==> config.mk <==
export PLATFORM = sky130hd
export DESIGN_NAME = dfx_encoder
export DESIGN_NICKNAME = d
export VERILOG_FILES = /design/src/rtl/dfx_enc_pkg.sv /design/src/rtl/dfx_range_quant.sv /design/src/rtl/dfx_range_select.sv /design/src/rtl/dfx_encoder.sv
export SDC_FILE = /design/constraint.sdc
export NUM_CORES = 1
export LEC_CHECK = 0
export ABC_AREA = 0
export BUFFER_PORTS_ARGS = -buffer_cell sky130_fd_sc_hd__buf_4
export CAP_MARGIN = 20
export CORE_ASPECT_RATIO = 1.4
export CORE_MARGIN = 2
export CORE_UTILIZATION = 50
export DETAILED_ROUTE_END_ITERATION = 12
export GPL_TIMING_DRIVEN = 0
export PLACE_DENSITY = 0.8
export SKIP_CTS_REPAIR_TIMING = 1
export SYNTH_ARGS = -nofsm -noshare
export SYNTH_HDL_FRONTEND = slang
export SYNTH_SLANG_ARGS = --single-unit
export TNS_END_PERCENT = 10
==> constraint.sdc <==
create_clock -name clk -period 1.1 [get_ports clk]
set_input_delay 0.22 -clock clk [delete_from_list [all_inputs] [get_ports clk]]
set_output_delay 0.22 -clock clk [all_outputs]
set_load 0.01 [all_outputs]
==> src/rtl/dfx_enc_pkg.sv <==
package dfx_enc_pkg;

   typedef enum logic {
      QM_FLOOR = 1'b0,
      QM_NEAR  = 1'b1
   } qmode_e;

   typedef enum logic {
      RNG_FINE   = 1'b0,
      RNG_COARSE = 1'b1
   } range_e;

endpackage

==> src/rtl/dfx_range_quant.sv <==
module dfx_range_quant #(
   parameter int IN_W     = 32,
   parameter int SHIFT    = 3,
   parameter int SIG_W    = 15,
   parameter bit SATURATE = 1'b0
) (
   input  logic [IN_W-1:0]  in_word,
   input  logic             round_en,
   output logic [SIG_W-1:0] sig,
   output logic             fits
);

   localparam int T_W = IN_W - SHIFT;
   localparam logic [SIG_W-1:0] SIG_MAX = {1'b0, {(SIG_W-1){1'b1}}};
   localparam logic [SIG_W-1:0] SIG_MIN = {1'b1, {(SIG_W-1){1'b0}}};

   initial begin
      shift_range_chk: assert (SHIFT >= 0 && SHIFT < IN_W)
         else $error("dfx_range_quant: SHIFT out of range");
      width_chk: assert (T_W >= SIG_W && SIG_W >= 2)
         else $error("dfx_range_quant: truncated width below significand width");
   end

   logic [T_W-1:0]   floor_val;
   logic             round_bit;
   logic             at_max;
   logic             bump;
   logic [SIG_W-1:0] rounded;

   assign floor_val = in_word[IN_W-1:SHIFT];

   // bit just below the kept LSB, if any bit is dropped
   generate
      if (SHIFT > 0) begin : g_rbit
         assign round_bit = in_word[SHIFT-1];
      end else begin : g_no_rbit
         assign round_bit = 1'b0;
      end
      if (SHIFT > 1) begin : g_sticky
         logic unused_low;
         assign unused_low = ^in_word[SHIFT-2:0];
      end
   endgenerate

   // the value fits when every bit above the significand repeats its sign
   generate
      if (T_W > SIG_W) begin : g_fit_test
         logic [T_W-SIG_W:0] upper;
         assign upper = floor_val[T_W-1:SIG_W-1];
         assign fits  = (&upper) | ~(|upper);
      end else begin : g_fit_always
         assign fits = 1'b1;
      end
   endgenerate

   assign at_max  = (floor_val[SIG_W-1:0] == SIG_MAX);
   assign bump    = round_en & round_bit & ~at_max;
   assign rounded = floor_val[SIG_W-1:0] + {{(SIG_W-1){1'b0}}, bump};

   generate
      if (SATURATE) begin : g_sat
         always_comb begin
            if (fits) begin
               sig = rounded;
            end else if (floor_val[T_W-1]) begin
               sig = SIG_MIN;
            end else begin
               sig = SIG_MAX;
            end
         end
      end else begin : g_plain
         assign sig = rounded;
      end
   endgenerate

endmodule

==> src/rtl/dfx_range_select.sv <==
module dfx_range_select
   import dfx_enc_pkg::*;
#(
   parameter int N = 16
) (
   input  logic [N-2:0] fine_sig,
   input  logic         fine_fits,
   input  logic [N-2:0] coarse_sig,
   output logic [N-1:0] word
);

   initial begin
      word_width_chk: assert (N >= 3)
         else $error("dfx_range_select: word too narrow");
   end

   range_e rng;

   always_comb begin
      rng = fine_fits ? RNG_FINE : RNG_COARSE;
      unique case (rng)
         RNG_FINE:   word = {1'b0, fine_sig};
         RNG_COARSE: word = {1'b1, coarse_sig};
         default:    word = '0;
      endcase
   end

endmodule

==> src/rtl/dfx_encoder.sv <==
module dfx_encoder
   import dfx_enc_pkg::*;
#(
   parameter int IN_W    = 32,
   parameter int IN_FRAC = 22,
   parameter int N       = 16,
   parameter int P0      = 19,
   parameter int P1      = 14
) (
   input  logic            clk,
   input  logic            rst_n,
   input  logic            in_valid,
   input  logic [IN_W-1:0] in_word,
   input  logic            round_mode,
   output logic            out_valid,
   output logic [N-1:0]    out_word
);

   localparam int SIG_W  = N - 1;
   localparam int SH_FIN = IN_FRAC - P0;
   localparam int SH_CRS = IN_FRAC - P1;

   initial begin
      scale_order_chk: assert (IN_FRAC >= P0 && P0 > P1)
         else $error("dfx_encoder: need IN_FRAC >= P0 > P1");
      scale_gap_chk: assert (P0 - P1 < N - 2)
         else $error("dfx_encoder: scale gap too wide for significand");
      coarse_width_chk: assert (IN_W - SH_CRS >= SIG_W)
         else $error("dfx_encoder: input too narrow for coarse range");
   end

   qmode_e           qmode;
   logic             near_en;
   logic [SIG_W-1:0] fine_sig;
   logic             fine_fits;
   logic [SIG_W-1:0] coarse_sig;
   logic             unused_coarse_fits;
   logic [N-1:0]     enc_word;

   assign qmode   = qmode_e'(round_mode);
   assign near_en = (qmode == QM_NEAR);

   dfx_range_quant #(
      .IN_W     (IN_W),
      .SHIFT    (SH_FIN),
      .SIG_W    (SIG_W),
      .SATURATE (1'b0)
   ) i_fine (
      .in_word  (in_word),
      .round_en (near_en),
      .sig      (fine_sig),
      .fits     (fine_fits)
   );

   dfx_range_quant #(
      .IN_W     (IN_W),
      .SHIFT    (SH_CRS),
      .SIG_W    (SIG_W),
      .SATURATE (1'b1)
   ) i_coarse (
      .in_word  (in_word),
      .round_en (near_en),
      .sig      (coarse_sig),
      .fits     (unused_coarse_fits)
   );

   dfx_range_select #(
      .N (N)
   ) i_select (
      .fine_sig   (fine_sig),
      .fine_fits  (fine_fits),
      .coarse_sig (coarse_sig),
      .word       (enc_word)
   );

   always_ff @(posedge clk or negedge rst_n) begin
      if (!rst_n) begin
         out_valid <= 1'b0;
         out_word  <= '0;
      end else begin
         out_valid <= in_valid;
         if (in_valid) begin
            out_word <= enc_word;
         end
      end
   end


   valid_rise_chk: assert property (@(posedge clk) disable iff (!rst_n)
      in_valid |=> out_valid);


   valid_idle_chk: assert property (@(posedge clk) disable iff (!rst_n)
      !in_valid |=> !out_valid);


   word_hold_chk: assert property (@(posedge clk) disable iff (!rst_n)
      !in_valid |=> $stable(out_word));


   coarse_sign_chk: assert property (@(posedge clk) disable iff (!rst_n)
      in_valid |=> (!out_word[N-1] || (out_word[N-2] == $past(in_word[IN_W-1]))));

endmodule

==> metrics <==
Syn Nets between 200 and 250; Layout Nets about 290; Worst EP required around 1200 ps; Power Total around 1800 µW; Post-Route Setup TNS -11480 ps; most frequent cell after synthesis xnor2_1; Simple-Gate Fraction of Synth Area approximately 28%; top cells by count, synth xnor2_1, nand2_1, dfrtp_1, nor3_1; Tcrit/Tclk final 178%; TritonCTS sink count 17; WL final 5.69 mm; largest family of logic cells by synthesized area simple AND/OR/NAND/NOR gates; remaining antenna violation count 0; Die W 51.1 µm; Setup violations, final 16; critical-path cell list buf_6 > nand4_1 > nor2_2 > a21oi_2 > ha_4 > ha_4 > inv_2 > nor3_2 > xnor2_1 > nand2_1 > a221o_1; Setup WS pre-CTS -1450 ps; XOR/XNOR Fraction of Synth Area between 10% and 20%; mux contribution to synthesized area less than 1%; Fill cells 155; failing checks setup timing; leakage power approximately 0.00095 µW; hold slack around 74 ps; vias in the first global route 1636; clk root buf clkbuf_8; most common flop cell mapped by yosys dfrtp_1; H-tree depth 1; synthesized instance count 182; GRT Overall Usage between 20% and 30%; CTS tree built; Syn Area/Cell 8.53 µm²; share of the synthesized area in the top cell type 27.4%; worst setup margin -862 ps; starting density of the core a little over half; kind of cell adding the most delay to the critical path simple AND/OR/NAND/NOR gates; cell area power density roughly 740 nW/µm²; Final min period ~2000 ps; Clk Latency, worst-skew pair 260 ps; DRT Pass-1 Iters 6; gpl congestion 0.904; most area-hungry cell type in the Yosys netlist dfrtp_1; crit end category register; WP buf/inv 2; Pins Over Slew Limit 0; clock slew at reported path FFs ~60 ps; Layout area overhead 59.2%; CP max FO 7; fraction of registers with async set/reset 100%; largest net degree at the start of global routing 18; mapped cell area 1550 µm²; Post-Synth Adder-Cell Area a little under 5%; IO Count 53; RSZ-0062 raised after global routing yes; complex-gate fraction of the synthesized area between 10% and 20%; top cells by area, synth dfrtp_1, xnor2_1, nor3_1; slowest stage delay, CP roughly 320 ps; maxcap violations 0; row count 23; diodes inserted 0; relative slew slack 39.3%; initial antenna violation count 0; status complete, but fails checks; worst-margin pin slew between 900 and 1000 ps; Fin. Hold Viols 0; Crit Path Class input port to register; routed length per placed instance 20.0 µm; Die H about 70 µm; fmax 510 MHz; area of the core 2910 µm²; share of cells above drive strength 1 47.6%; Unique masters post-synth 37; Vias approximately 1800; PortBufs 44; peak supply drop approximately 0.83 mV; DIE AREA between 3000 and 4000 µm²; CP max stage cell a221o_1; Yosys reg bits 17; most used cell, CP ha_4; drt initial violations between 50 and 60; DRC Markers 0; clk_skew 0 ps; gr ovfl total 0; warnings from Yosys 0; Hold WC Path Type input port to register; cts bufs inserted 3; Max Buffers Root-to-Sink 2; Post-synth EDFFs 0; Setup crit start kind input port; via/cell ratio roughly 6.4; detailed placement HPWL just under 4 mm; first-pass GRT wire length ~7.5 mm; register area share after synthesis between 20% and 30%; Critical Path AT 2100 ps
## per-layer routing
layer | up-vias | global-route usage [%] | wire (µm)
li1 | 815 | - | -
met1 | 872 | 29.6 | 2050
met2 | 103 | 47.5 | 3020
met3 | 39 | 5.77 | 343
met4 | 0 | 17.1 | 271
met5 | - | 0 | 0
## where the power goes
part           leakage, µW  total [µW]  internal (µW)  switching [µW]
clock            0.0000228         472            258             214
sequential        0.000202         711            677            34.0
combinational     0.000729         650            319             331
total             0.000954        1830           1250             578
## placed cells by master, fill, tap and decap left out, drive strengths merged
master	count
buf	69
xnor2	19
nand2	18
nor3	18
dfrtp	17
nand3	11
nor2	10
a211oi	9
nand4	8
nor4	8
o2bb2ai	7
o21ai	7
clkbuf	7
xor2	6
a221o	6
ha	6
inv	5
a21oi	2
a31oi	2
a211o	2
and4	2
and4b	1
or3	1
or4	1
o21a	1
and3	1
a21o	1
mux2	1
nor2b	1
dlygate4sd3	1
## layout make-up
cell class	count	area [µm²]	share of cell area, %
Multi-Input combinational cell	149	1320	53.5
Buffer	11	93.8	3.80
Timing Repair Buffer	62	519	21.0
Clock buffer	4	45.0	1.82
Sequential cell	17	425	17.2
Tap cell	37	46.3	1.87
Inverter	5	18.8	0.759
## sequential cells by signal, summed over array words and instances (netlist names)
name,cells
out_valid,1
out_word,16
## worst paths after layout
kind	slack, ps	from	depth (start not counted)	endpoint
max in group asynchronous	570	rst_n	2	out_word[9]
worst min register to register	500	out_word[6]	1	out_word[6]
min in group asynchronous	350	rst_n	2	out_word[0]
worst max-delay path	-860	in_word[10]	11	out_word[8]
worst max register to register	240	out_word[7]	1	out_word[7]
worst min-delay path	70	in_valid	1	out_valid
## stage by stage
stage | util (%) | instance area [µm²] | cells
after global placement | 69.5 | 2020 | 263
after CTS | 71.0 | 2060 | 267
after floorplan | - | 1640 | 182
final | 85.1 | 2470 | 285
after detailed placement | 69.5 | 2020 | 263
after global routing | 85.1 | 2470 | 285
## logic make-up (layout without fill, tap and decap cells)
logic type                 Yosys count  count (layout)
and+or+nand+nor                     80              80
AOI/OAI and AO/OA                   37              37
xor gates and xnor gates            25              25
DFF                                 17              17
buffers and inverters               16              82
adders and majority gates            6               6
muxes                                1               1
Power figures use the tool's default switching activity.
